`src/rtl/cascade_seq_pkg.sv`:
```
package cascade_seq_pkg;

  typedef enum logic [1:0] {
    ST_IDLE,
    ST_BUILD,
    ST_HOLD,
    ST_RETRACT
  } seq_state_e;

  // one control event: which enable of the addressed stage, and its new level
  typedef struct packed {
    logic fire;
    logic supply;
    logic level;
  } step_ev_t;

endpackage

```
`src/rtl/cascade_seq_ctrl.sv`:
```
module cascade_seq_ctrl
  import cascade_seq_pkg::*;
#(
  parameter int N_STAGES = 4,
  localparam int EV_CNT = 2 * N_STAGES,
  localparam int IDX_W  = $clog2(EV_CNT + 1),
  localparam int SEL_W  = (N_STAGES > 1) ? $clog2(N_STAGES) : 1
) (
  input  logic             clk_i,
  input  logic             rst_ni,
  input  logic             start_i,
  input  logic             release_i,
  input  logic             tick_i,
  output step_ev_t         ev_o,
  output logic [SEL_W-1:0] ev_stage_o,
  output logic             busy_o,
  output logic             done_o
);

  localparam logic [IDX_W-1:0] FULL_IDX = IDX_W'(EV_CNT);
  localparam logic [IDX_W-1:0] LAST_IDX = IDX_W'(EV_CNT - 1);

  seq_state_e       state_q, state_d;
  logic [IDX_W-1:0] idx_q, idx_d;
  logic [IDX_W-1:0] ev_num;
  logic             done_d, done_q;

  // teardown walks the build order backwards
  always_comb begin
    ev_num = (state_q == ST_RETRACT) ? (LAST_IDX - idx_q) : idx_q;
  end

  always_comb begin
    ev_o.fire   = tick_i && ((state_q == ST_BUILD && idx_q < FULL_IDX) ||
                             state_q == ST_RETRACT);
    ev_o.supply = ev_num[0];
    ev_o.level  = (state_q == ST_BUILD);
    ev_stage_o  = SEL_W'(ev_num >> 1);
  end

  always_comb begin
    state_d = state_q;
    idx_d   = idx_q;
    done_d  = 1'b0;
    unique case (state_q)
      ST_IDLE: begin
        if (start_i) begin
          state_d = ST_BUILD;
          idx_d   = '0;
        end
      end
      ST_BUILD: begin
        if (tick_i) begin
          if (idx_q == FULL_IDX) begin
            state_d = ST_HOLD;   // last supply ramp has completed
            idx_d   = '0;
          end else begin
            idx_d = idx_q + 1'b1;
          end
        end
      end
      ST_HOLD: begin
        if (release_i) begin
          state_d = ST_RETRACT;
          idx_d   = '0;
        end
      end
      ST_RETRACT: begin
        if (tick_i) begin
          if (idx_q == LAST_IDX) begin
            state_d = ST_IDLE;
            idx_d   = '0;
            done_d  = 1'b1;
          end else begin
            idx_d = idx_q + 1'b1;
          end
        end
      end
      default: state_d = ST_IDLE;
    endcase
  end

  always_ff @(posedge clk_i or negedge rst_ni) begin
    if (!rst_ni) begin
      state_q <= ST_IDLE;
      idx_q   <= '0;
      done_q  <= 1'b0;
    end else begin
      state_q <= state_d;
      idx_q   <= idx_d;
      done_q  <= done_d;
    end
  end

  assign busy_o = (state_q != ST_IDLE);
  assign done_o = done_q;

  AST_START_BUSY: assert property (@(posedge clk_i) disable iff (!rst_ni)
    (!busy_o && start_i) |=> busy_o);
  AST_HOLD_WAITS: assert property (@(posedge clk_i) disable iff (!rst_ni)
    (state_q == ST_HOLD && !release_i) |=> (state_q == ST_HOLD));
  AST_RELEASE_IDLE: assert property (@(posedge clk_i) disable iff (!rst_ni)
    (!busy_o && !start_i && release_i) |=> !busy_o);
  AST_DONE_SINGLE: assert property (@(posedge clk_i) disable iff (!rst_ni)
    done_o |=> !done_o);
  AST_DONE_IDLE: assert property (@(posedge clk_i) disable iff (!rst_ni)
    done_o |-> !busy_o);
  AST_START_IGNORED: assert property (@(posedge clk_i) disable iff (!rst_ni)
    (state_q == ST_BUILD && start_i && !tick_i) |=> $stable(idx_q));
  AST_NO_TICK_STILL: assert property (@(posedge clk_i) disable iff (!rst_ni)
    (state_q == ST_RETRACT && !tick_i) |=> (state_q == ST_RETRACT && $stable(idx_q)));

endmodule

```
`src/rtl/cascade_seq_stage.sv`:
```
module cascade_seq_stage
  import cascade_seq_pkg::*;
#(
  parameter int SEL_W    = 2,
  parameter int STAGE_ID = 0
) (
  input  logic             clk_i,
  input  logic             rst_ni,
  input  step_ev_t         ev_i,
  input  logic [SEL_W-1:0] ev_stage_i,
  output logic             data_en_o,
  output logic             supply_en_o
);

  logic hit;
  logic data_q, supply_q;

  assign hit = ev_i.fire && (ev_stage_i == SEL_W'(STAGE_ID));

  always_ff @(posedge clk_i or negedge rst_ni) begin
    if (!rst_ni) begin
      data_q   <= 1'b0;
      supply_q <= 1'b0;
    end else if (hit) begin
      if (ev_i.supply) supply_q <= ev_i.level;
      else             data_q   <= ev_i.level;
    end
  end

  assign data_en_o   = data_q;
  assign supply_en_o = supply_q;

  AST_SUPPLY_NEEDS_DATA: assert property (@(posedge clk_i) disable iff (!rst_ni)
    supply_q |-> data_q);
  AST_DATA_AFTER_RAMP: assert property (@(posedge clk_i) disable iff (!rst_ni)
    $fell(data_q) |-> !$past(supply_q));

endmodule

```
`src/rtl/cascade_seq.sv`:
```
module cascade_seq
  import cascade_seq_pkg::*;
#(
  parameter int N_STAGES = 4
) (
  input  logic                clk_i,
  input  logic                rst_ni,
  input  logic                start_i,
  input  logic                release_i,
  input  logic                tick_i,
  output logic [N_STAGES-1:0] data_en_o,
  output logic [N_STAGES-1:0] supply_en_o,
  output logic                busy_o,
  output logic                done_o
);

  localparam int SEL_W = (N_STAGES > 1) ? $clog2(N_STAGES) : 1;

  step_ev_t         ev;
  logic [SEL_W-1:0] ev_stage;

  cascade_seq_ctrl #(
    .N_STAGES(N_STAGES)
  ) u_ctrl (
    .clk_i     (clk_i),
    .rst_ni    (rst_ni),
    .start_i   (start_i),
    .release_i (release_i),
    .tick_i    (tick_i),
    .ev_o      (ev),
    .ev_stage_o(ev_stage),
    .busy_o    (busy_o),
    .done_o    (done_o)
  );

  for (genvar k = 0; k < N_STAGES; k++) begin : g_stage
    cascade_seq_stage #(
      .SEL_W   (SEL_W),
      .STAGE_ID(k)
    ) u_stage (
      .clk_i      (clk_i),
      .rst_ni     (rst_ni),
      .ev_i       (ev),
      .ev_stage_i (ev_stage),
      .data_en_o  (data_en_o[k]),
      .supply_en_o(supply_en_o[k])
    );
  end

  AST_ONE_CHANGE: assert property (@(posedge clk_i) disable iff (!rst_ni)
    $countones({supply_en_o, data_en_o} ^ $past({supply_en_o, data_en_o})) <= 1);
  AST_IDLE_QUIET: assert property (@(posedge clk_i) disable iff (!rst_ni)
    (!busy_o && !start_i) |=> $stable({supply_en_o, data_en_o}));

endmodule

```
`config.mk`:
```
export PLATFORM = sky130hd
export DESIGN_NAME = cascade_seq
export DESIGN_NICKNAME = d
export VERILOG_FILES = /design/src/rtl/cascade_seq_pkg.sv /design/src/rtl/cascade_seq_ctrl.sv /design/src/rtl/cascade_seq_stage.sv /design/src/rtl/cascade_seq.sv
export SDC_FILE = /design/constraint.sdc
export NUM_CORES = 1
export LEC_CHECK = 0
export BUFFER_PORTS_ARGS = -buffer_cell sky130_fd_sc_hd__buf_2
export CAP_MARGIN = 10
export CORE_ASPECT_RATIO = 0.75
export CORE_MARGIN = 2
export CORE_UTILIZATION = 35
export CTS_BUF_LIST = sky130_fd_sc_hd__clkbuf_4 sky130_fd_sc_hd__clkbuf_8 sky130_fd_sc_hd__clkbuf_16
export CTS_CLUSTER_DIAMETER = 150
export DETAILED_ROUTE_END_ITERATION = 16
export HOLD_SLACK_MARGIN = 0.12
export PLACE_DENSITY_LB_ADDON = 0.3
export SYNTH_ARGS = -nofsm -noshare
export SYNTH_HDL_FRONTEND = slang
export SYNTH_SLANG_ARGS = --single-unit
```
`constraint.sdc`:
```
create_clock -name clk_i -period 1.9 [get_ports clk_i]
set_clock_uncertainty 0.1 [all_clocks]
set_input_delay 0.095 -clock clk_i [delete_from_list [all_inputs] [get_ports clk_i]]
set_output_delay 0.095 -clock clk_i [all_outputs]
set_load 0.02 [all_outputs]
```
==> results of run 1 <==
cells in the mapped netlist:
master and number:
buf_2 1, ha_1 6, buf_4 8, mux2_1 1
o31ai_1 1, mux2_2 8, nor3b_2 1, o21ai_0 3
xor2_1 1, buf_6 1, nor2_1 9, a22o_1 1
or4_1 1, clkbuf_1 1, nor3_1 1, nand2b_1 1
nand3_1 4, o221ai_2 1, dfrtp_1 15, mux2i_1 1
nor2_2 1, nor2b_1 2, xnor2_1 1, nor3b_1 1
and2b_1 1, nand2_1 6, a21bo_2 1, inv_1 5
a22oi_1 3, o211ai_1 1, nor4bb_1 2, and4b_1 1
and2_1 2, or3_1 1
sequential cells by signal (all words and copies together) (netlist names):
signal / count
g_stage.u_stage.data_en_o: 4
g_stage.u_stage.supply_en_o: 4
u_ctrl.idx_q: 4
u_ctrl.state_q: 2
u_ctrl.done_o: 1
logic make-up (layout without fill, tap and decap cells):
family                     Yosys count  count (layout)  synth area share [%]
AOI/OAI and AO/OA                   11              11                 9.043
xor gates and xnor gates             2               2                 1.835
adders and majority gates            6               6                 7.863
buffers and inverters               16              42                 10.35
DFF                                 15              15                 39.32
muxes                               10              10                 11.66
and+or+nand+nor                     34              34                 19.92
where the power goes:
part           switching (uW)  internal [uW]  total (uW)
Clock                     102           95.8         197
Combinational             618            646        1260
Sequential                112            442         554
metrics by stage:
step	area, sq um	hold slack (ns)	worst slack, ns
2_1_floorplan	979.7	-0.3006	0.02154
3_3_place_gp	1117	-0.07463	-0.04534
3_5_place_dp	1117	-0.07101	-0.05971
4_1_cts	1222	0.1427	0.01435
5_1_grt	1306	0.1710	-0.05990
6_report	1306	0.1428	0.01598
timing repair:
| action | 4_1_cts | 5_1_grt |
|---|---|---|
| hold buffers | 3 | 0 |
| resized for setup | 8 | 22 |
| endpoints found under the setup margin | 10 | 9 |
| setup buffers | 1 | 0 |
| pin swaps | 3 | 13 |
| hold endpoints to repair | 18 | 0 |
path summary, 6_finish.rpt:
kind	cells after the start	from	to	slack, ns
worst max-delay path	6	u_ctrl.state_q[0]	g_stage[3].u_stage.data_en_o	0.02
worst min-delay path	2	rst_ni	g_stage[2].u_stage.data_en_o	0.14
worst max register to register	6	u_ctrl.state_q[0]	g_stage[3].u_stage.data_en_o	0.02
worst min register to register	1	g_stage[0].u_stage.data_en_o	g_stage[0].u_stage.data_en_o	0.41
max in group asynchronous	2	rst_ni	u_ctrl.state_q[0]	1.28
min in group clk_i	4	release_i	u_ctrl.idx_q[0]	0.22
area by class of cell:
type,instances,share of cell area [%]
well taps,36,3.448
inverters,5,1.437
flip-flops and latches,15,28.93
multi-input cells,63,46.74
clock buffers,4,2.299
repair buffers,33,17.15
per-layer routing:
layer  vias up  share of wire [%]  track usage (%)
met1       373                 48            17.39
met5         -                  0                0
met2        17                 46            20.49
li1        371                  -                -
met3         2                4.5            5.543
met4         0                1.2            4.255
==> reports/metrics.yaml, run 1 <==
status:
  status: "completed"
floorplanning:
  initial_utilization_pct: 36.68
  die_w_um: 64.31
  num_rows: 16
  die-area_sq_um: 3166
  coreArea_sq_um: 2603
  die_h_um: 49.23
  pin_count: 15
final_layout:
  multiInputGateArea_sq_um: 610.6
  final_cell_mix: "buf_4 (15), buf_2 (14), dfrtp_1 (13)"
  fillCellCount: 228
  stdcell_count: 156
  syn_to_final_growth_pct: 36.83
  antennaDiodeCount: 0
  final_common_cell: "buf_4"
  regArea_sq_um: 377.9
  drive_above_1_share_pct: 55.00
  fin_util_pct: 50.19
  nets: 132
critical_path:
  cp_top_family: "flip-flops"
  cp-start-kind: "flip-flop"
  cpPeakStageDelay_ns: 0.46
  critPathBufInv: 1
  critical_path.cell_chain: "ha_4 -> buf_6 -> nor3b_4 -> a22oi_2 -> nor2_2 -> mux2_4"
  cp-end-kind: "flip-flop"
  worstPathRequired_ns: 1.97
  path_max_fanout: 7
  slowest_stage: "dfrtp_2"
  crit_type: "reg2reg"
  critPathArrivalTime_ns: 1.96
placement:
  portBuffers: 14
  dp_hpwl_um: 1398
  placed_cells: 148
  gp_congestion: 0.7703
power:
  ir_drop_mv: 0.5323
  power_density_nw_per_um2: 1543
  p_leak_uw: 0.0006078
  totalPowerFinal_uw: 2016
grt:
  antenna_found_initial: 0
  grt_max_degree: 16
  track_usage_pct: 13.46
  grt_first_pass_wirelength_um: 3263
  grt_pass1_vias: 724
  overflow: 0
yosys:
  synth_nets: 105
  ys_types: 34
  synth.area.top_cells: "dfrtp_1 (39%), mux2_2 (9.4%), ha_1 (7.9%), buf_4 (6.3%), nor2_1 (3.5%)"
  synth_top_area_cell: "dfrtp_1"
  synth_top_cell_area_share_pct: 39.32
  postSynthAreaPerCell_sq_um: 10.16
  syn-instance-count: 94
  synth.ff_latch_count: 15
  yosysWarnings: 0
  synth_area_sq_um: 954.7
  synth_seq_area_share_pct: 39.32
clock_network:
  clk_path_buf_depth: 2
  clockRootBuffer: "clkbuf_4"
  htree_levels: 1
  clkTransAtPathRegs_ns: 0.09
  numCtsBuffers: 3
  cts_tree: "built"
  cts_sinks: 15
  clk_latency_ns: 0.28
timing:
  slew_headroom_pct: 76.37
  hold_viol_final: 0
  rsz0062_at_grt: "true"
  period_minus_slack_ns: 1.884
  setup_tns_ns: 0
  slew_violations: 0
  fin_crit_sh_pct: 99.16
  tightest_slew_ns: 0.3545
  fmax_ghz: 0.5308
  setup_viol: 0
drt:
  wire_per_inst_um: 13.09
  wirelength_um: 2042
  initialDrtViolationCount: 20
  avgViaCountPerCell: 4.891
  drcViolationCount: 0
  firstDrtPassIters: 4
  ant_nets: 0
  vias: 763
worst_hold_path:
  hp-class: "in2async"
run:
  cap_violations: 0
(Power assumes the default switching activity.)
==> inputs of run 2 (changes only) <==
CELL_PAD_IN_SITES_DETAIL_PLACEMENT = 0   (was unset)
CELL_PAD_IN_SITES_GLOBAL_PLACEMENT = 1   (was unset)
PLACE_DENSITY_LB_ADDON = 0.12   (was 0.3)
==> run 2 against run 1 <==
Setup slack better by 0.013 ns; maximum frequency up 0.72%; sequential share of layout area rose by 1.2 points; final cell count is 0.64% lower; worst hold slack got worse by 0.0020 ns; core utilization fell by 2.1 points; first-iteration DRC count rose by 15%; combinational power about the same; highest routed layer unchanged.
==> reports/metrics.yaml, run 2 (same netlist as run 1, synthesis figures left out) <==
drt:
  avgViaCountPerCell: 4.548
  firstDrtPassIters: 3
  ant_nets: 0
  drcViolationCount: 0
  vias: 705
  wire_per_inst_um: 12.60
  initialDrtViolationCount: 23
  wirelength_um: 1953
power:
  internal-power_uw: 1174
  p_clk_share_pct: 10.0
  totalPowerFinal_uw: 1984
  combPwrFrac_pct: 62.7
  power_density_nw_per_um2: 1584
  p_switching_uw: 810.0
  p_leak_uw: 0.0005908
  ir_drop_mv: 0.5337
  swShare_pct: 40.82
  seq_power_share_pct: 27.4
critical_path:
  r2r_end: "u_ctrl.state_q[1]"
  critPathBufInv: 0
  r2r_slack_ns: 0.03
  worstPathRequired_ns: 1.97
  cp_top_family: "simple AND/OR/NAND/NOR gates"
  path_max_fanout: 3
  slowest_stage: "dfrtp_1"
  critPathArrivalTime_ns: 1.94
  cpPeakStageDelay_ns: 0.43
  cp-end-kind: "flip-flop"
  critical_path.cell_chain: "ha_2 -> nor4bb_1 -> or3_4 -> and2b_1 -> mux2_4"
  crit-reg2reg-launch: "u_ctrl.idx_q[0]"
  rr_worst_depth: 5
  cp-start-kind: "flip-flop"
  crit_type: "reg2reg"
run:
  cap_violations: 0
final_layout:
  regArea_sq_um: 377.9
  syn_to_final_growth_pct: 31.19
  final_cell_mix: "buf_4 (15), buf_2 (14), dfrtp_1 (13)"
  fin_area_sq_um: 1252
  nets: 131
  drive_above_1_share_pct: 52.10
  antennaDiodeCount: 0
  fillCellCount: 260
  final_common_cell: "buf_4"
  multiInputGateArea_sq_um: 565.5
status:
  status: "completed"
clock_network:
  numCtsBuffers: 3
  clkTransAtPathRegs_ns: 0.09
  htree_levels: 1
  clk_path_buf_depth: 2
  cts_tree: "built"
  clockRootBuffer: "clkbuf_4"
  clk_latency_ns: 0.28
  cts_sinks: 15
timing:
  fin_crit_sh_pct: 98.45
  hold_viol_final: 0
  slew_violations: 0
  period_minus_slack_ns: 1.871
  setup_viol: 0
  slew_headroom_pct: 77.04
  rsz0062_at_grt: "true"
  fmax_ghz: 0.5346
  fin_ws_ns: 0.02939
  tightest_slew_ns: 0.3444
worst_hold_path:
  hp-class: "in2async"
placement:
  dpl_cell_area_sq_um: 1102
  place_ws_ns: -0.04035
  gp_congestion: 0.8196
  dp_hpwl_um: 1471
  portBuffers: 14
floorplanning:
  num_rows: 16
  coreArea_sq_um: 2603
  initial_utilization_pct: 36.68
  die_w_um: 64.31
  die_h_um: 49.23
  die-area_sq_um: 3166
  pin_count: 15
grt:
  grt_max_degree: 16
  overflow: 0
  grt_pass1_vias: 733
  antenna_found_initial: 0
  track_usage_pct: 13.43
  grt_first_pass_wirelength_um: 3291
run 2: metal layers:
| layer | wire [um] | GRT usage [%] |
|---|---|---|
| met3 | 62 | 4.850 |
| met1 | 1062 | 19.91 |
| met4 | 4 | 1.064 |
| met5 | 0 | 0 |
| met2 | 822 | 19.44 |
run 2: repair_timing:
item | in CTS | in global routing
buffers inserted | 1 | 1
hold endpoints to repair | 19 | 0
pin swaps | 0 | 4
hold buffers | 3 | 0
gates resized for setup | 2 | 19
endpoints found under the setup margin | 6 | 11
run 2: cell type report:
| class | instances | area share (%) |
|---|---|---|
| flip-flops and latches | 15 | 30.17 |
| well taps | 36 | 3.596 |
| multi-input cells | 63 | 45.15 |
| inverters | 5 | 1.499 |
| repair buffers | 32 | 17.18 |
| clock buffers | 4 | 2.398 |
run 2: how the worst max path moves through the flow:
stage / depth (start not counted) / endpoint / from
finish: 5 / u_ctrl.state_q[1] / u_ctrl.idx_q[0]
global route: 5 / u_ctrl.state_q[1] / u_ctrl.idx_q[0]
CTS: 5 / u_ctrl.idx_q[3] / u_ctrl.idx_q[0]
detailed placement: 5 / u_ctrl.state_q[1] / u_ctrl.state_q[1]
global placement: 7 / u_ctrl.state_q[1] / u_ctrl.state_q[1]
floorplan: 7 / u_ctrl.idx_q[3] / u_ctrl.idx_q[0]
run 2: power by group through the flow:
stage | registers [uW] | logic (uW) | clock network, uW
global route | 565 | 1370 | 223
global placement | 521 | 1060 | 0
detailed placement | 526 | 1060 | 0
finish | 543 | 1240 | 198
CTS | 520 | 1100 | 210
floorplan | 511 | 799 | 0
run 2: stage by stage:
| stage | cells | hold WS, ns | setup TNS [ns] | utilization (%) |
|---|---|---|---|---|
| after global placement | 146 | -0.08510 | -0.02405 | 42.36 |
| after CTS | 154 | 0.1459 | 0 | 45.14 |
| after floorplan | 94 | -0.3006 | 0 | - |
| final | 155 | 0.1408 | 0 | 48.13 |
| after detailed placement | 146 | -0.06823 | -0.06563 | 42.36 |
| after global routing | 155 | 0.1681 | -0.08424 | 48.13 |
